## src/rtl/baud_enc_pkg.sv

```systemverilog
package baud_enc_pkg;

  typedef enum logic [1:0] {
    ST_IDLE = 2'd0,
    ST_DIV  = 2'd1,
    ST_FIN  = 2'd2
  } enc_state_t;

  // eighths remainder -> three-bit device fraction code (extended parts)
  function automatic logic [2:0] ext_code(input logic [2:0] eighths);
    logic [2:0] c;
    case (eighths)
      3'd0:    c = 3'b000;
      3'd1:    c = 3'b011;
      3'd2:    c = 3'b010;
      3'd3:    c = 3'b100;
      3'd4:    c = 3'b001;
      3'd5:    c = 3'b101;
      3'd6:    c = 3'b110;
      default: c = 3'b111;
    endcase
    return c;
  endfunction

  // legacy parts: priority pick on the floor quotient in eighths
  function automatic logic [1:0] legacy_code(input logic [2:0] low_bits);
    logic [1:0] c;
    if (low_bits[2])      c = 2'b01;
    else if (low_bits[1]) c = 2'b10;
    else if (low_bits[0]) c = 2'b11;
    else                  c = 2'b00;
    return c;
  endfunction

endpackage

```

## src/rtl/baud_rst_sync.sv

```systemverilog
module baud_rst_sync #(
  parameter int STAGES = 2
) (
  input  logic clk_i,
  input  logic rst_n_i,
  output logic rst_n_o
);
  logic [STAGES-1:0] sync_q;

  always_ff @(posedge clk_i or negedge rst_n_i) begin
    if (!rst_n_i) sync_q <= '0;
    else          sync_q <= {sync_q[STAGES-2:0], 1'b1};
  end

  assign rst_n_o = sync_q[STAGES-1];
endmodule

```

## src/rtl/baud_restoring_div.sv

```systemverilog
module baud_restoring_div #(
  parameter int W = 32
) (
  input  logic         clk_i,
  input  logic         rst_n_i,
  input  logic         load_i,
  input  logic         step_i,
  input  logic [W-1:0] dividend_i,
  input  logic [W-1:0] divisor_i,
  output logic [W-1:0] quo_o,
  output logic [W-1:0] rem_o,
  output logic [W-1:0] div_o
);
  logic [W-1:0] quo_q, quo_d;
  logic [W-1:0] rem_q, rem_d;
  logic [W-1:0] div_q, div_d;
  logic [W:0]   rem_shift;
  logic [W:0]   trial;
  logic         fits;
  logic         reg_en;

  always_comb begin
    rem_shift = {rem_q, quo_q[W-1]};
    fits      = (rem_shift >= {1'b0, div_q});
    trial     = rem_shift - {1'b0, div_q};
    reg_en    = load_i | step_i;
    quo_d     = quo_q;
    rem_d     = rem_q;
    div_d     = div_q;
    if (load_i) begin
      quo_d = dividend_i;
      rem_d = '0;
      div_d = divisor_i;
    end else if (step_i) begin
      quo_d = {quo_q[W-2:0], fits};
      rem_d = fits ? trial[W-1:0] : rem_shift[W-1:0];
    end
  end

  always_ff @(posedge clk_i or negedge rst_n_i) begin
    if (!rst_n_i) begin
      quo_q <= '0;
      rem_q <= '0;
      div_q <= '0;
    end else if (reg_en) begin
      quo_q <= quo_d;
      rem_q <= rem_d;
      div_q <= div_d;
    end
  end

  assign quo_o = quo_q;
  assign rem_o = rem_q;
  assign div_o = div_q;
endmodule

```

## src/rtl/baud_frac_encode.sv

```systemverilog
module baud_frac_encode
  import baud_enc_pkg::*;
#(
  parameter int W     = 32,
  parameter int INT_W = 14
) (
  input  logic             legacy_i,
  input  logic [W-1:0]     quo_i,
  input  logic [W-1:0]     rem_i,
  input  logic [W-1:0]     div_i,
  output logic [INT_W+2:0] enc_o,
  output logic             err_o
);
  localparam int ENC_W = INT_W + 3;
  localparam logic [ENC_W-1:0] SAT_WORD  = ENC_W'((1 << INT_W) - 1);
  localparam logic [ENC_W-1:0] ONE_WORD  = ENC_W'(1);
  localparam logic [ENC_W-1:0] ONE_HALF  = ENC_W'((1 << INT_W) | 1);

  logic             round_up;
  logic [W:0]       eighths;
  logic [W:0]       int_full;
  logic             too_big;
  logic [2:0]       code;
  logic [ENC_W-1:0] raw;

  always_comb begin
    round_up = ({rem_i, 1'b0} >= {1'b0, div_i});
    if (legacy_i) eighths = {1'b0, quo_i};
    else          eighths = {1'b0, quo_i} + {{W{1'b0}}, round_up};
    int_full = eighths >> 3;
    too_big  = (int_full >> INT_W) != '0;
    if (legacy_i) code = {1'b0, legacy_code(quo_i[2:0])};
    else          code = ext_code(eighths[2:0]);
    raw = {code, int_full[INT_W-1:0]};

    err_o = 1'b0;
    if ((div_i == '0) || too_big) begin
      enc_o = SAT_WORD;
      err_o = 1'b1;
    end else if (raw == ONE_WORD) begin
      enc_o = '0;
    end else if (!legacy_i && (raw == ONE_HALF)) begin
      enc_o = ONE_WORD;
    end else begin
      enc_o = raw;
    end
  end
endmodule

```

## src/rtl/baud_div_encoder.sv

```systemverilog
module baud_div_encoder
  import baud_enc_pkg::*;
#(
  parameter int RATE_W     = 32,
  parameter int BASE_LO_HZ = 12_000_000,
  parameter int BASE_HI_HZ = 48_000_000,
  parameter int INT_W      = 14,
  parameter int VAL_W      = 16,
  parameter int IDX_W      = 16
) (
  input  logic              clk_i,
  input  logic              rst_n_i,
  input  logic              start_i,
  input  logic              base_sel_i,
  input  logic              legacy_i,
  input  logic [RATE_W-1:0] rate_i,
  output logic              busy_o,
  output logic              done_o,
  output logic [VAL_W-1:0]  value_o,
  output logic [IDX_W-1:0]  index_o,
  output logic              err_o
);
  localparam int ENC_W = INT_W + 3;
  localparam int CNT_W = $clog2(RATE_W);
  localparam logic [CNT_W-1:0]  LAST_STEP = CNT_W'(RATE_W - 1);
  localparam logic [RATE_W-1:0] NUM_LO    = RATE_W'(BASE_LO_HZ / 2);
  localparam logic [RATE_W-1:0] NUM_HI    = RATE_W'(BASE_HI_HZ / 2);

  logic             rst_n_s;
  enc_state_t       state_q, state_d;
  logic [CNT_W-1:0] cnt_q, cnt_d;
  logic             leg_q, leg_d;
  logic [VAL_W-1:0] value_q, value_d;
  logic             idx_q, idx_d;
  logic             err_q, err_d;
  logic             done_q, done_d;
  logic             ctl_en, cfg_en, res_en;
  logic             div_load, div_step;
  logic [RATE_W-1:0] quo, rem, divisor, dividend;
  logic [ENC_W-1:0] enc;
  logic             enc_err;

  baud_rst_sync #(.STAGES(2)) rst_sync_i (
    .clk_i   (clk_i),
    .rst_n_i (rst_n_i),
    .rst_n_o (rst_n_s)
  );

  assign dividend = base_sel_i ? NUM_HI : NUM_LO;

  baud_restoring_div #(.W(RATE_W)) div_i (
    .clk_i      (clk_i),
    .rst_n_i    (rst_n_s),
    .load_i     (div_load),
    .step_i     (div_step),
    .dividend_i (dividend),
    .divisor_i  (rate_i),
    .quo_o      (quo),
    .rem_o      (rem),
    .div_o      (divisor)
  );

  baud_frac_encode #(.W(RATE_W), .INT_W(INT_W)) enc_i (
    .legacy_i (leg_q),
    .quo_i    (quo),
    .rem_i    (rem),
    .div_i    (divisor),
    .enc_o    (enc),
    .err_o    (enc_err)
  );

  // next-state process
  always_comb begin
    state_d  = state_q;
    cnt_d    = cnt_q;
    leg_d    = leg_q;
    value_d  = value_q;
    idx_d    = idx_q;
    err_d    = err_q;
    done_d   = 1'b0;
    div_load = 1'b0;
    div_step = 1'b0;
    cfg_en   = 1'b0;
    res_en   = 1'b0;
    case (state_q)
      ST_IDLE: begin
        if (start_i) begin
          div_load = 1'b1;
          cfg_en   = 1'b1;
          leg_d    = legacy_i;
          cnt_d    = '0;
          state_d  = ST_DIV;
        end
      end
      ST_DIV: begin
        div_step = 1'b1;
        cnt_d    = cnt_q + 1'b1;
        if (cnt_q == LAST_STEP) state_d = ST_FIN;
      end
      ST_FIN: begin
        res_en  = 1'b1;
        value_d = enc[VAL_W-1:0];
        idx_d   = enc[ENC_W-1];
        err_d   = enc_err;
        done_d  = 1'b1;
        state_d = ST_IDLE;
      end
      default: state_d = ST_IDLE;
    endcase
  end

  assign ctl_en = 1'b1;

  // register process
  always_ff @(posedge clk_i or negedge rst_n_s) begin
    if (!rst_n_s) begin
      state_q <= ST_IDLE;
      cnt_q   <= '0;
      done_q  <= 1'b0;
    end else if (ctl_en) begin
      state_q <= state_d;
      cnt_q   <= cnt_d;
      done_q  <= done_d;
    end
  end

  always_ff @(posedge clk_i or negedge rst_n_s) begin
    if (!rst_n_s) leg_q <= 1'b0;
    else if (cfg_en) leg_q <= leg_d;
  end

  always_ff @(posedge clk_i or negedge rst_n_s) begin
    if (!rst_n_s) begin
      value_q <= '0;
      idx_q   <= 1'b0;
      err_q   <= 1'b0;
    end else if (res_en) begin
      value_q <= value_d;
      idx_q   <= idx_d;
      err_q   <= err_d;
    end
  end

  assign busy_o  = (state_q != ST_IDLE);
  assign done_o  = done_q;
  assign value_o = value_q;
  assign index_o = {{(IDX_W-1){1'b0}}, idx_q};
  assign err_o   = err_q;
endmodule

```

## config.mk

```make
export PLATFORM = sky130hd
export DESIGN_NAME = baud_div_encoder
export DESIGN_NICKNAME = d
export VERILOG_FILES = /design/src/rtl/baud_enc_pkg.sv /design/src/rtl/baud_rst_sync.sv /design/src/rtl/baud_restoring_div.sv /design/src/rtl/baud_frac_encode.sv /design/src/rtl/baud_div_encoder.sv
export SDC_FILE = /design/constraint.sdc
export NUM_CORES = 1
export LEC_CHECK = 0
export CELL_PAD_IN_SITES_DETAIL_PLACEMENT = 0
export CELL_PAD_IN_SITES_GLOBAL_PLACEMENT = 1
export CORE_MARGIN = 2
export CORE_UTILIZATION = 41
export DETAILED_ROUTE_END_ITERATION = 12
export GPL_TIMING_DRIVEN = 0
export PLACE_DENSITY_LB_ADDON = 0.08
export SLEW_MARGIN = 25
export SYNTH_ARGS = -nofsm -noshare
export SYNTH_HDL_FRONTEND = slang
export SYNTH_HIERARCHICAL = 1
export SYNTH_SLANG_ARGS = --single-unit
```

## constraint.sdc

```tcl
create_clock -name clk_i -period 3.5 [get_ports clk_i]
set_clock_uncertainty 0.1 [all_clocks]
set_input_delay 0.7 -clock clk_i [delete_from_list [all_inputs] [get_ports clk_i]]
set_output_delay 0.7 -clock clk_i [all_outputs]
set_load 0.02 [all_outputs]
```

* Yosys cells after proc, flatten, opt, wreduce, memory -nomap -nowiden
Cells that the tools add are included.
** Word-level totals
- Output and inout bits :: 35
- Input port bits :: 37
- Register bits after elaboration :: 125
- ROM bits :: 0
- Memories kept :: 0
- Bits in latches :: 0
- Logic and storage cells :: 71
- RAM bits :: 0
** Cells by class
- $lt $le $gt $ge :: 2
- Multipliers :: 0
- Eq/ne operators :: 13
- Div/mod/pow operators :: 0
- Mux-type cells :: 25
- Reduce and logical (&&, ||, !) cells :: 16
- Shifts and indexed selects :: 0
- Add/sub/neg operators :: 3
- Bitwise logic cells :: 1
** Operators with widths (count)
- $mux W32 :: 5
- $ge A33 B32 Y1 :: 2
- $mux W17 :: 3
- $add A32 B1 Y33 :: 1
- $mux W33 :: 1
- $reduce_bool A33 Y1 :: 1
- $logic_not A32 Y1 :: 1
- $sub A32 B32 Y32 :: 1
- $mux W25 :: 1
- $pmux W3 S7 :: 1
- $eq A17 B1 Y1 const B :: 1
- $eq A17 B15 Y1 const B :: 1
- $mux W2 :: 5
- $pmux W5 S2 :: 1
- $reduce_and A2 Y1 :: 5
- $eq A3 B3 Y1 const B :: 3
- $eq A3 B2 Y1 const B :: 2
- $reduce_bool A2 Y1 :: 3
- $add A5 B1 Y5 const B :: 1
- $eq A5 B5 Y1 const B :: 1
- $mux W1 :: 5
- $mux W5 :: 1
- $ne A2 B2 Y1 const B :: 2
- $pmux W2 S2 :: 1
- other kinds (11) :: 11

* Logic depth before layout (Yosys ltp)
- Word-level depth :: 11
- Depth in mapped cells :: 20
- Mapped depth without buffers :: 19

* Cells and area by module
The synthesis kept the hierarchy.
** By module, submodules not included
- baud_restoring_div :: seq. area each 2402.3 um2, cells each 679, area an instance 6029.5 um2, times used 1
- baud_frac_encode :: seq. area each 0.0 um2, cells each 295, area an instance 1960.6 um2, times used 1
- baud_div_encoder :: seq. area each 675.6 um2, cells each 90, area an instance 1232.4 um2, times used 1
- baud_rst_sync :: seq. area each 50.0 um2, cells each 3, area an instance 53.8 um2, times used 1

* Worst setup path after synthesis
OpenSTA, ideal clock, no wires.
- Path type :: register to register
- From :: reg div_i.div_q[1] (netlist: div_i/div_o[1])
- To :: reg value_q[10] (netlist: value_o[10])
- Path buffers :: 1
- Arrival time :: 4.063 ns
- Required time :: 3.275 ns
- Period minus slack after synthesis :: 4.288 ns
- Library setup time :: 0.125 ns
- Stages on the path, launching flop included :: 21
- Path slack :: -0.788 ns
- Path through :: dfrtp_1 inv_1 ha_1 nor2b_1 o21a_1 o21ai_0 a21oi_1 o311ai_0 and3_1 o41ai_1 ha_1 ha_1 and3b_2 nor3b_4 nand4_1 mux2i_1 or2_2 nor4_4 buf_6 nand2_1 mux2_4
** On the way
- Cells in the longest elaborated chain, start to end :: 11
- Elaborated cells on any way between the ends :: 21
- Those cells by class :: add/sub: 1; order compare: 1; eq/ne: 8; mux: 6; reduce/logical: 5
** Ends and longest elaborated chain
- from (decl) :: RTL line baud_restoring_div.sv:16 : logic [W-1:0] div_q, div_d;
- from (signal assigned) :: RTL line baud_restoring_div.sv:48 : div_q <= div_d;
- $ge A33 B32 Y1 :: RTL line baud_frac_encode.sv:27 : round_up = ({rem_i, 1'b0} >= {1'b0, div_i});
- $add A32 B1 Y33 :: RTL line baud_frac_encode.sv:29 : else eighths = {1'b0, quo_i} + {{W{1'b0}}, round_up};
- $mux W33 :: RTL line baud_frac_encode.sv:28 : if (legacy_i) eighths = {1'b0, quo_i};
- $eq A3 B3 Y1, or another cell as far along :: RTL line baud_enc_pkg.sv:12 : case (eighths)
- $pmux W3 S7 :: RTL line baud_enc_pkg.sv:12
- $mux W3 :: RTL line baud_frac_encode.sv:32 : if (legacy_i) code = {1'b0, legacy_code(quo_i[2:0])};
- $eq A17 B15 Y1 :: RTL line baud_frac_encode.sv:42 : end else if (!legacy_i && (raw == ONE_HALF)) begin
- $logic_and A1 B1 Y1 :: RTL line baud_frac_encode.sv:42
- $mux W17 :: RTL line baud_frac_encode.sv:42
- $mux W17 :: RTL line baud_frac_encode.sv:40 : end else if (raw == ONE_WORD) begin
- $mux W17 * :: RTL line baud_frac_encode.sv:37 : if ((div_i == '0) || too_big) begin
- via enc[10] :: RTL line baud_div_encoder.sv:40 : logic [ENC_W-1:0] enc;
- to (signal assigned) :: RTL line baud_div_encoder.sv:138 : value_q <= value_d;
- to (decl) :: RTL line baud_div_encoder.sv:33 : logic [VAL_W-1:0] value_q, value_d;
Mark *: on every way through the listed nets, which the timed path passes. The rest lies on a longest branch.
A chain may end at the register's enable or synchronous reset.

* Final worst setup path
- From :: reg div_i.div_q[9] (netlist: div_i/div_o[9])
- To :: reg value_q[13] (netlist: value_o[13])
The elaborated chain is that of the path after synthesis.

==> results.md <==
* Initial standard-cell utilization of the core at 41.3%
* Fill cells at 2,175
* Initial antenna violation count at 0
* Reg-to-reg endpoint: value_o[13]
* Slew Viols, Final at 0
* Final number of setup-violating endpoints at 18
* Sequential cell area fraction in the yosys report at 33.7%
* Non-filler instance count after layout at 1,505
* Detailed-routing iteration count for the pre-antenna-repair pass at 5
* Remaining number of nets flagged by the antenna check after routing at 0
* Clock Root Buffer: sky130_fd_sc_hd__clkbuf_16
* Async SR Flop Fraction at 100%
* Layout cells sized above 1 at 14.8%
* Post-detailed-route DRC marker count at 0
* Number of buffers on the longest clock path at 2
* Maximum level of the CTS H-tree at 4
* Final cycle utilization of the critical path at 128%
* Area share of the largest cell type after synthesis at 33.7%
* Crit Path Category: flip-flop to flip-flop
* Total number of placement rows at 55
* Run status: complete, but fails checks
* Endpoint kind of the worst setup timing path: flip-flop
* Syn Area/Cell at 8.69 sq um
* Register-to-register setup slack at -0.98 ns
* Number of hold buffers added after cts at 0
* Prevailing post-synth register cell: sky130_fd_sc_hd__dfrtp_1
* Netlist area before placement at 0.00928 sq mm
* Dominant cells by area after synthesis: sky130_fd_sc_hd__dfrtp_1 (34%), sky130_fd_sc_hd__ha_1 (9.0%), sky130_fd_sc_hd__mux2i_1 (6.6%), sky130_fd_sc_hd__o21ai_0 (5.3%), sky130_fd_sc_hd__nand2_1 (4.9%)
* Post-synth cell types at 77
* Most common library cell in the layout ignoring fill and taps: sky130_fd_sc_hd__dfrtp_1
* Layout Cell Area excl Fill at 0.0115 sq mm
* Number of vias in the routed layout at 8,026
* Req. time, crit path at 3.70 ns
* Routed wire length at 25,400 um
* Diodes inserted at 0
* Power per standard cell area at 1200 mW/mm^2
* Most used cells in the layout excluding fill and tap cells: sky130_fd_sc_hd__dfrtp_1 (120), sky130_fd_sc_hd__nand2_1 (112), sky130_fd_sc_hd__o21ai_0 (92)
* Clock-pin slew reported for the worst setup and hold paths after clock tree synthesis at 0.06 ns
* Average vias per placed instance at 5.33
* EDFF count, synth at 0
* Clock sink total at 125
* Biggest fanout along the worst timing path at 5
* Hold Fails Final Rpt at 0
* Leakage power of the design at 5.25 nW
* Reg-to-reg critical path startpoint: div_i/div_o[9]
* Number of synthesis warnings at 6
* Max rail drop VDD at 797 uV
* Startpoint type of the worst setup path: flip-flop
* Number of synthesized register bits at 125
* Violations in the final reports: negative setup slack
* Minimum clock period after layout at 4.48 ns
* Via count of the first global-routing pass at 8,102
* GP Congestion at 0.847
* GRT Residual Overflow at 0
* Worst reg-to-reg path cell count at 22
* Quantity of I/O buffers inserted on ports at 56
* Die Area at 0.0238 sq mm
* Path category of the worst min-delay check: flip-flop to asynchronous set/reset pin
* Clock tree from TritonCTS: done
* Count of boundary I/O pins at 72
* Tightest Pin Transition at 0.754 ns
* Area growth from synthesis to layout at 24.4%
* Worst setup margin at -0.981 ns
* Arrival time at the worst endpoint at 4.69 ns
* Maximum number of pins on one net before global-route repair at 42
* Width of the chip at 154 um
* Timing-limited maximum frequency at 223 MHz
* Clock buffers created by TritonCTS at 17
* Post-Place Cell Area at 0.0104 sq mm
* Setup repair after global routing missed its margin: yes
* Global routing usage summed across all routing layers at 21.9%
* First-pass GRT wire length at 41,900 um
* Cell Count Post-Placement at 1,444
* Routed wire per std cell at 16.8 um
* Cells after Synth at 1,067
* Floorplan Core Area at 0.0224 sq mm
* Total number of nets in the final design at 1,312
* Die height at 154 um
* Number of max-capacitance violations reported at 0
* Drt initial violations at 487
* Clock latency on the worst-skew pair at 0.42 ns
* Hpwl dp at 18,800 um
* Biggest area consumer among synthesized cells: sky130_fd_sc_hd__dfrtp_1
* Worst slew margin at 49.7%
* Power, Total at 13.9 mW
==> worst max path at each step <==
stage | startpoint | to | slack [ns]
after floorplan | div_i/rem_o[9] | value_o[10] | -0.63
after global placement | div_i/div_o[17] | value_o[13] | -1.79
after detailed placement | div_i/div_o[1] | value_o[9] | -1.76
after CTS | div_i/rem_o[9] | value_o[11] | -1.11
after global routing | div_i/div_o[9] | value_o[5] | -1.19
final | div_i/div_o[9] | value_o[13] | -0.98
==> routing by layer <==
metal  wire length (um)  GRT usage (%)  part of all wire (%)
met3                538           3.42                   2.1
met5                  0              0                     0
met1              11700           27.8                    46
met2              12500           37.9                    49
met4                656           7.58                   2.6
==> Yosys cell counts, types with 4 or more instances <==
| library cell | instances |
|---|---|
| sky130_fd_sc_hd__a211oi_1 | 33 |
| sky130_fd_sc_hd__a21o_1 | 23 |
| sky130_fd_sc_hd__a21oi_1 | 44 |
| sky130_fd_sc_hd__a311oi_1 | 4 |
| sky130_fd_sc_hd__a31oi_1 | 6 |
| sky130_fd_sc_hd__and2_1 | 5 |
| sky130_fd_sc_hd__and3_1 | 11 |
| sky130_fd_sc_hd__and4_1 | 5 |
| sky130_fd_sc_hd__buf_2 | 4 |
| sky130_fd_sc_hd__buf_4 | 18 |
| sky130_fd_sc_hd__buf_6 | 4 |
| sky130_fd_sc_hd__clkbuf_1 | 39 |
| sky130_fd_sc_hd__dfrtp_1 | 125 |
| sky130_fd_sc_hd__ha_1 | 67 |
| sky130_fd_sc_hd__inv_1 | 81 |
| sky130_fd_sc_hd__mux2_2 | 12 |
| sky130_fd_sc_hd__mux2_4 | 9 |
| sky130_fd_sc_hd__mux2i_1 | 61 |
| sky130_fd_sc_hd__nand2_1 | 121 |
| sky130_fd_sc_hd__nand2b_1 | 8 |
| sky130_fd_sc_hd__nand3_1 | 29 |
| sky130_fd_sc_hd__nand4_1 | 25 |
| sky130_fd_sc_hd__nor2_1 | 64 |
| sky130_fd_sc_hd__nor2b_1 | 6 |
| sky130_fd_sc_hd__nor3_1 | 17 |
| sky130_fd_sc_hd__nor4_1 | 10 |
| sky130_fd_sc_hd__o211ai_1 | 6 |
| sky130_fd_sc_hd__o21a_1 | 9 |
| sky130_fd_sc_hd__o21ai_0 | 98 |
| sky130_fd_sc_hd__o21bai_1 | 6 |
| sky130_fd_sc_hd__or2_2 | 5 |
| sky130_fd_sc_hd__or3_1 | 4 |
| sky130_fd_sc_hd__xnor2_1 | 32 |
| sky130_fd_sc_hd__xor2_1 | 11 |
==> layout make-up <==
cell class | instances | area (sq um) | share of cell area, %
Buffer | 63 | 344 | 2.98
Clock buffer | 22 | 454 | 3.93
Clock inverter | 10 | 116 | 1.01
Inverter | 82 | 310 | 2.69
Multi-Input combinational cell | 826 | 5930 | 51.3
Sequential cell | 125 | 3140 | 27.2
Tap cell | 285 | 357 | 3.09
Timing Repair Buffer | 92 | 900 | 7.79
==> critical path: stages (launching register included) <==
cell and delay [ns]:
sky130_fd_sc_hd__dfrtp_1 0.38, sky130_fd_sc_hd__inv_1 0.09, sky130_fd_sc_hd__ha_4 0.27, sky130_fd_sc_hd__nand4_1 0.18
sky130_fd_sc_hd__nor3_2 0.25, sky130_fd_sc_hd__a211oi_2 0.08, sky130_fd_sc_hd__o21ai_2 0.13, sky130_fd_sc_hd__a21oi_1 0.12
sky130_fd_sc_hd__and3_4 0.20, sky130_fd_sc_hd__o41ai_4 0.23, sky130_fd_sc_hd__ha_2 0.27, sky130_fd_sc_hd__ha_4 0.13
sky130_fd_sc_hd__and3b_2 0.19, sky130_fd_sc_hd__nor3b_4 0.31, sky130_fd_sc_hd__buf_4 0.18, sky130_fd_sc_hd__nand3_2 0.06
sky130_fd_sc_hd__o21ai_2 0.17, sky130_fd_sc_hd__nand3_2 0.11, sky130_fd_sc_hd__nor4_4 0.31, sky130_fd_sc_hd__buf_6 0.18
sky130_fd_sc_hd__buf_6 0.13, sky130_fd_sc_hd__nand2_1 0.05, sky130_fd_sc_hd__mux2_4 0.26
==> cell families (layout without fill, tap and decap cells) <==
logic type	count (synthesis)	count (layout)	synth area share (%)
other	3	36	0.121
buffers and inverters	149	269	7.27
AO/OA/AOI/OAI	270	270	18.8
AND/OR/NAND/NOR	327	327	17.3
multiplexers	82	82	9.50
flip-flops	125	125	33.7
XOR/XNOR	43	43	4.06
adder cells (fa/ha/maj)	68	68	9.25
==> timing repair <==
action,CTS,global route
gates cloned,1,0
pin swaps,15,17
gates resized for setup,33,43
endpoints found under the hold margin,0,0
buffers inserted,21,11
setup endpoints to repair,19,43
==> stage by stage <==
stage | setup TNS, ns | hold slack, ns | util [%] | worst slack, ns
after floorplan | -10.04 | 0.231 | - | -0.629
after global placement | -30.82 | 0.234 | 46.1 | -1.79
after detailed placement | -30.29 | 0.142 | 46.4 | -1.76
after CTS | -18.70 | 0.146 | 50.3 | -1.11
after global routing | -20.91 | 0.171 | 51.5 | -1.19
final | -17.21 | 0.125 | 51.5 | -0.981
==> flip-flops by register name, summed over array words and instances, names as in the netlist, 2 cells and up <==
register	cells
div_i/div_o	32
div_i/quo_o	32
div_i/rem_o	32
value_o	16
cnt_q	5
rst_sync_i/sync_q	2
state_q	2
==> power by group <==
part | leakage [nW] | internal, mW | switching [mW]
logic | 3.47 | 4.19 | 4.91
clock network | 0.274 | 1.07 | 0.684
registers | 1.50 | 2.20 | 0.822
(Power assumes the default switching activity.)
